### src/rtl/psram_pwr_pkg.sv
package psram_pwr_pkg;

  typedef enum logic [2:0] {
    ST_POR, ST_STBY, ST_ACT, ST_PDSU, ST_PDHOLD, ST_PD, ST_WAKE
  } pwrState_e;

  typedef enum logic [2:0] {
    DUR_POR, DUR_GUARD, DUR_SETUP, DUR_HOLD, DUR_WAKE
  } durSel_e;

  // control -> timer strobes
  typedef struct packed {
    logic    load;
    durSel_e sel;
  } tmrStrobe_t;

  localparam logic [2:0] MODE_INIT  = 3'd0;
  localparam logic [2:0] MODE_STBY  = 3'd1;
  localparam logic [2:0] MODE_ACT   = 3'd2;
  localparam logic [2:0] MODE_PDOWN = 3'd3;
  localparam logic [2:0] MODE_WAKE  = 3'd4;

  function automatic int unsigned nsToCycles(int unsigned ns, int unsigned periodNs);
    int unsigned c;
    c = (ns + periodNs - 1) / periodNs;
    return (c == 0) ? 1 : c;
  endfunction

endpackage

### src/rtl/pwr_timer.sv
module pwr_timer
  import psram_pwr_pkg::*;
#(
  parameter int unsigned POR_CYC   = 75000,
  parameter int unsigned GUARD_CYC = 3,
  parameter int unsigned SETUP_CYC = 3,
  parameter int unsigned HOLD_CYC  = 18,
  parameter int unsigned WAKE_CYC  = 75000,
  parameter int unsigned TW        = 17
) (
  input  logic       clk,
  input  logic       rst_n,
  input  tmrStrobe_t stb,
  output logic       done
);

  logic [TW-1:0] count;
  logic [TW-1:0] loadVal;

  always_comb begin
    case (stb.sel)
      DUR_POR:   loadVal = TW'(POR_CYC);
      DUR_GUARD: loadVal = TW'(GUARD_CYC);
      DUR_SETUP: loadVal = TW'(SETUP_CYC);
      DUR_HOLD:  loadVal = TW'(HOLD_CYC);
      default:   loadVal = TW'(WAKE_CYC);
    endcase
  end

  always_ff @(posedge clk or negedge rst_n) begin
    if (!rst_n)              count <= TW'(POR_CYC);
    else if (stb.load)       count <= loadVal;
    else if (count != '0)    count <= count - 1'b1;
  end

  // the current state has used its last cycle when count is one or less
  assign done = (count <= TW'(1));

endmodule

### src/rtl/pwr_ctrl.sv
module pwr_ctrl
  import psram_pwr_pkg::*;
(
  input  logic       clk,
  input  logic       rst_n,
  input  logic       sleepReq,
  input  logic       wakeReq,
  input  logic       accReq,
  input  logic       accIdle,
  input  logic       tmrDone,
  output tmrStrobe_t stb,
  output logic       ce1N,
  output logic       ce2,
  output logic       strobeHold,
  output logic       accGrant,
  output logic       ready,
  output logic [2:0] mode
);

  pwrState_e st, nxt;
  logic      wakePend;

  always_comb begin
    nxt = st;
    stb = '{load: 1'b0, sel: DUR_GUARD};
    case (st)
      ST_POR: if (tmrDone) begin
        nxt = ST_STBY; stb = '{load: 1'b1, sel: DUR_GUARD};
      end
      ST_STBY: begin
        if (sleepReq) begin
          nxt = ST_PDSU; stb = '{load: 1'b1, sel: DUR_SETUP};
        end else if (accReq && tmrDone) begin
          nxt = ST_ACT;
        end
      end
      ST_ACT: if (accIdle && (sleepReq || !accReq)) begin
        nxt = ST_STBY; stb = '{load: 1'b1, sel: DUR_GUARD};
      end
      ST_PDSU: if (tmrDone) begin
        nxt = ST_PDHOLD; stb = '{load: 1'b1, sel: DUR_HOLD};
      end
      ST_PDHOLD: if (tmrDone) begin
        if (wakePend || wakeReq) begin
          nxt = ST_WAKE; stb = '{load: 1'b1, sel: DUR_WAKE};
        end else begin
          nxt = ST_PD;
        end
      end
      ST_PD: if (wakeReq) begin
        nxt = ST_WAKE; stb = '{load: 1'b1, sel: DUR_WAKE};
      end
      ST_WAKE: if (tmrDone) begin
        nxt = ST_STBY; stb = '{load: 1'b1, sel: DUR_GUARD};
      end
      default: begin
        nxt = ST_POR; stb = '{load: 1'b1, sel: DUR_POR};
      end
    endcase
  end

  always_ff @(posedge clk or negedge rst_n) begin
    if (!rst_n) begin
      st       <= ST_POR;
      wakePend <= 1'b0;
    end else begin
      st       <= nxt;
      wakePend <= (st == ST_PDHOLD) && (wakePend || wakeReq);
    end
  end

  always_comb begin
    ce1N       = (st != ST_ACT);
    ce2        = !((st == ST_PDHOLD) || (st == ST_PD));
    accGrant   = (st == ST_ACT);
    strobeHold = (st != ST_ACT);
    ready      = (st == ST_STBY) || (st == ST_ACT);
    case (st)
      ST_POR:                   mode = MODE_INIT;
      ST_STBY:                  mode = MODE_STBY;
      ST_ACT:                   mode = MODE_ACT;
      ST_PDSU, ST_PDHOLD, ST_PD: mode = MODE_PDOWN;
      default:                  mode = MODE_WAKE;
    endcase
  end

endmodule

### src/rtl/psram_pwr_seq.sv
module psram_pwr_seq
  import psram_pwr_pkg::*;
#(
  parameter int unsigned CLK_PERIOD_NS = 4,
  parameter int unsigned POR_WAIT_NS   = 300000,
  parameter int unsigned WAKE_WAIT_NS  = 300000,
  parameter int unsigned PD_SETUP_NS   = 10,
  parameter int unsigned PD_HOLD_NS    = 70,
  parameter int unsigned STBY_GUARD_NS = 10
) (
  input  logic       clk,
  input  logic       rst_n,
  input  logic       sleepReq,
  input  logic       wakeReq,
  input  logic       accReq,
  input  logic       accIdle,
  output logic       ce1N,
  output logic       ce2,
  output logic       strobeHold,
  output logic       accGrant,
  output logic       ready,
  output logic [2:0] mode
);

  localparam int unsigned PorCyc   = nsToCycles(POR_WAIT_NS, CLK_PERIOD_NS);
  localparam int unsigned WakeCyc  = nsToCycles(WAKE_WAIT_NS, CLK_PERIOD_NS);
  localparam int unsigned SetupCyc = nsToCycles(PD_SETUP_NS, CLK_PERIOD_NS);
  localparam int unsigned HoldCyc  = nsToCycles(PD_HOLD_NS, CLK_PERIOD_NS);
  localparam int unsigned GuardCyc = nsToCycles(STBY_GUARD_NS, CLK_PERIOD_NS);
  localparam int unsigned MaxA     = (PorCyc > WakeCyc) ? PorCyc : WakeCyc;
  localparam int unsigned MaxB     = (SetupCyc > HoldCyc) ? SetupCyc : HoldCyc;
  localparam int unsigned MaxC     = (MaxB > GuardCyc) ? MaxB : GuardCyc;
  localparam int unsigned MaxCyc   = (MaxA > MaxC) ? MaxA : MaxC;
  localparam int unsigned TW       = $clog2(MaxCyc + 1);

  tmrStrobe_t tmrStb;
  logic       tmrDone;

  pwr_ctrl u_ctrl (
    .clk(clk), .rst_n(rst_n), .sleepReq(sleepReq), .wakeReq(wakeReq),
    .accReq(accReq), .accIdle(accIdle), .tmrDone(tmrDone), .stb(tmrStb),
    .ce1N(ce1N), .ce2(ce2), .strobeHold(strobeHold), .accGrant(accGrant),
    .ready(ready), .mode(mode)
  );

  pwr_timer #(
    .POR_CYC(PorCyc), .GUARD_CYC(GuardCyc), .SETUP_CYC(SetupCyc),
    .HOLD_CYC(HoldCyc), .WAKE_CYC(WakeCyc), .TW(TW)
  ) u_timer (
    .clk(clk), .rst_n(rst_n), .stb(tmrStb), .done(tmrDone)
  );

endmodule

### config.mk
export PLATFORM = sky130hd
export DESIGN_NAME = psram_pwr_seq
export DESIGN_NICKNAME = d
export VERILOG_FILES = /design/src/rtl/psram_pwr_pkg.sv /design/src/rtl/pwr_timer.sv /design/src/rtl/pwr_ctrl.sv /design/src/rtl/psram_pwr_seq.sv
export SDC_FILE = /design/constraint.sdc
export NUM_CORES = 1
export LEC_CHECK = 0
export ABC_AREA = 1
export BUFFER_PORTS_ARGS = -buffer_cell sky130_fd_sc_hd__buf_2
export CAP_MARGIN = 30
export CORE_UTILIZATION = 53
export CTS_CLUSTER_DIAMETER = 200
export CTS_CLUSTER_SIZE = 25
export DETAILED_ROUTE_END_ITERATION = 16
export HOLD_SLACK_MARGIN = 0.08
export PLACE_DENSITY = 0.77
export SKIP_CTS_REPAIR_TIMING = 1
export SKIP_LAST_GASP = 1
export SLEW_MARGIN = 20
export SYNTH_ARGS = -nofsm -noshare
export SYNTH_HDL_FRONTEND = slang
export SYNTH_SLANG_ARGS = --single-unit
### constraint.sdc
create_clock -name clk -period 1.55 [get_ports clk]
set_clock_uncertainty 0.1 [all_clocks]
set_input_delay 0.155 -clock clk [delete_from_list [all_inputs] [get_ports clk]]
set_output_delay 0.155 -clock clk [all_outputs]
set_load 0.005 [all_outputs]
==> insert_results.sql <==
INSERT INTO impl_metrics (metric_group, metric, value, unit) VALUES
('cells_and_area', 'layout_fillers', '111', ''),
('sta', 'grt_setup_unrepaired', 'true', ''),
('sta', 'post-route-min-period', '2.11', 'ns'),
('yosys', 'edff_count_synth', '0', ''),
('placed_design', 'numPlacedInstances', '299', ''),
('clock_network', 'numCtsBuffers', '3', ''),
('routing', 'ant_nets', '0', ''),
('yosys', 'seq_area_frac_synth', '35.7', '%'),
('sta', 'tns', '-9.77', 'ns'),
('power_and_ir_drop', 'power_per_cell_area', '2110', 'nW/um^2'),
('critical_path', 'worst-setup-path-type', 'register to register', ''),
('sta', 'max_freq', '473', 'MHz'),
('sta', 'timing.final.ws_setup', '-0.563', 'ns'),
('yosys', 'yosys_most_used_dff', 'dfrtp_1', ''),
('sta', 'timing_hold_violations_final', '0', ''),
('die', 'placement_rows', '18', ''),
('global_routing', 'grt_pass1_wl', '7200', 'um'),
('clock_network', 'clock-sinks', '21', ''),
('sta', 'slew_violations', '0', ''),
('routing', 'drt-total-wl', '5730', 'um'),
('critical_path', 'critical_path.max_fanout', '6', ''),
('clock_network', 'cts_root_buf', 'clkbuf_4', ''),
('yosys', 'synth.net_count', '212', ''),
('yosys', 'synth.ff_latch_count', '21', ''),
('sta', 'report.final.setup_viol', '24', ''),
('placed_design', 'dpl_cell_area', '2000', 'um^2'),
('yosys', 'postSynth.asyncResetShare', '100', '%'),
('clock_network', 'worstSkewPairLatency', '0.32', 'ns'),
('critical_path', 'critical_path.startpoint_type', 'register', ''),
('placed_design', 'place_hpwl', '3380', 'um'),
('worst_hold_path', 'hold_path_class', 'input port to asynchronous set/reset pin', ''),
('run_status', 'run_status', 'finished, violations left', ''),
('yosys', 'post_synth_main_area_contributors', 'dfrtp_1 22%, dfstp_2 14%, nand2_1 12%', ''),
('die', 'die_w', '55.2', 'um'),
('die', 'fp.coreArea', '2570', 'um^2'),
('die', 'fp.dieArea', '3050', 'um^2'),
('global_routing', 'grt_pass1_vias', '1584', ''),
('yosys', 'syn-cell-area', '1500', 'um^2'),
('critical_path', 'worst-endpoint-required', '1.71', 'ns'),
('yosys', 'synth.lib_cells_used.distinct', '29', ''),
('routing', 'drt_iter0_drc', '204', ''),
('placed_design', 'gp_congestion', '0.848', ''),
('sta', 'relSlewSlack', '66.9', '%'),
('cells_and_area', 'layoutNonFillerInstCount', '315', ''),
('die', 'boundaryPins', '14', ''),
('global_routing', 'globalRouteOverflowTotal', '0', ''),
('cells_and_area', 'final_net_count', '295', ''),
('clock_network', 'ctsLongestPathBuffers', '2', ''),
('routing', 'drt-pass1-iter-count', '4', ''),
('die', 'initial_core_util', '58.4', '%'),
('yosys', 'synth_top_area_share', '21.7', '%'),
('run_status', 'failed_checks', 'setup timing', ''),
('yosys', 'synth_largest_area_cell', 'dfrtp_1', ''),
('yosys', 'synth-warning-count', '0', ''),
('routing', 'route.detailed.wl_per_inst', '18.2', 'um'),
('cells_and_area', 'final_layout_size_suffix_gt1_share', '49.1', '%'),
('clock_network', 'cts_tree', 'built', ''),
('clock_network', 'clkTransAtPathRegs', '0.12', 'ns'),
('global_routing', 'grt_antenna_before_repair', '0', ''),
('critical_path', 'element_type_at_the_critical_path_end', 'register', ''),
('cells_and_area', 'antenna-diode-count', '0', ''),
('power_and_ir_drop', 'max-vdd-ir-drop', '1860', 'uV'),
('yosys', 'synthesis.instances', '203', ''),
('cells_and_area', 'post-route-cell-area', '2310', 'um^2'),
('global_routing', 'gr-usage-all-layers', '30.1', '%'),
('placed_design', 'placement.io_buffers', '13', ''),
('routing', 'detailroute.via_count', '1849', ''),
('routing', 'drt-vias-per-instance', '5.87', ''),
('sta', 'worstMarginPinSlew', '0.497', 'ns'),
('run', 'max_cap_viol_count', '0', ''),
('routing', 'drt_drc_violations_left', '0', ''),
('sta', 'finalHoldWorstSlack', '0.220', 'ns'),
('cells_and_area', 'synthToLayoutAreaGrowth', '54.2', '%'),
('sta', 'final_min_period_over_clock_period', '136', '%'),
('global_routing', 'largest_net_degree_at_the_start_of_global_routing', '22', ''),
('critical_path', 'arrival_time_of_the_worst_setup_path', '2.27', 'ns'),
('clock_network', 'cts-htree-levels', '1', ''),
('yosys', 'mean_instance_size_in_the_synthesized_netlist', '7.39', 'um^2'),
('die', 'dieHeight', '55.2', 'um'),
('power_and_ir_drop', 'power.static_leakage', '0.00117', 'uW');
[power by group]
group / switching [uW] / internal, uW / total (uW) / leakage, uW
Clock: 175 / 96.7 / 272 / 0.0000177
Combinational: 1890 / 1630 / 3520 / 0.000897
Sequential: 242 / 848 / 1090 / 0.000252
[flip-flops by register name, indices dropped and copies added, names as in the netlist]
name / count
u_ctrl.st: 3
u_ctrl.wakePend: 1
u_timer.count: 17
[Yosys cell counts, types with 2 or more instances]
library cell / instances
ha_1: 3
o211ai_1: 2
nand3_1: 16
nor3_1: 3
nand3_2: 2
xnor2_1: 8
nand3b_1: 4
nand2_1: 48
nand2_2: 3
dfstp_2: 8
or2_1: 2
o21ai_0: 5
nor2_1: 30
buf_6: 2
nand4_1: 2
a21oi_1: 10
inv_2: 4
xor2_1: 6
inv_1: 17
dfrtp_1: 13
nor2_2: 6
nor3b_1: 2
[cell usage in the layout, fill, tap and decap left out, types with 4 or more instances in the layout]
master / instances
buf_4: 58
nand2_1: 42
nor2_1: 22
inv_1: 15
nand3_1: 12
dfrtp_1: 12
buf_2: 11
nor2_2: 10
buf_6: 9
xnor2_1: 8
dfstp_2: 8
nor2_4: 7
nand2_2: 6
xor2_1: 6
a21oi_1: 6
inv_2: 4
a21oi_2: 4
nand3b_1: 4
[worst paths after layout]
path / start / end / slack [ns] / cells after the start
min reg2reg: u_timer.count[1] / u_timer.count[1] / 0.46 / 2
max in group asynchronous: rst_n / u_ctrl.st[1] / 0.77 / 2
min in group clk: accReq / u_ctrl.st[2] / 0.22 / 4
max reg2reg: u_ctrl.st[1] / u_timer.count[10] / -0.56 / 11
max: u_ctrl.st[1] / u_timer.count[10] / -0.56 / 11
min: rst_n / u_timer.count[8] / 0.22 / 2
[kinds of logic (layout without fill, tap and decap cells)]
family                     Yosys count  after routing  synth area share [%]
DFF                                 21             21                  35.7
AOI/OAI and AO/OA                   19             19                  7.26
buffers and inverters               24            104                  7.26
xor gates and xnor gates            14             14                  8.17
adders and majority gates            3              3                  2.50
and+or+nand+nor                    122            124                  39.1
[per-layer routing]
layer  global-route usage (%)  wire (um)  share of wire (%)
met3                     5.62        441                7.7
met5                        0          0                  0
met1                     38.9       2190                 38
met2                     49.6       2780                 49
met4                     12.1        318                5.6
[critical path, stage by stage, from the launching register on]
cell and delay (ns):
dfrtp_2 0.49, nand2_1 0.10, inv_1 0.05, nand2_1 0.06, inv_1 0.08, a31oi_1 0.33
nand2_2 0.15, nor2_4 0.26, buf_6 0.15, buf_6 0.09, nand3_4 0.06, a21oi_2 0.14
[per-stage QoR]
step	setup slack [ns]	power, uW	utilization (%)
after floorplan	-0.0942	2490	-
after global placement	-0.363	3600	78.0
after detailed placement	-0.452	3700	78.0
after CTS	-0.489	3980	79.1
after global routing	-0.563	5170	90.1
final	-0.563	4880	90.1
[final cells by class]
cell class	instances	area (um^2)	area share (%)
multi-input cells	160	1030	44.3
repair buffers	79	602	26.0
flip-flops and latches	21	537	23.2
inverters	21	83.8	3.62
well taps	30	37.5	1.62
clock buffers	3	22.5	0.973
clock inverters	1	5.00	0.216
(Power assumes the default switching activity.)
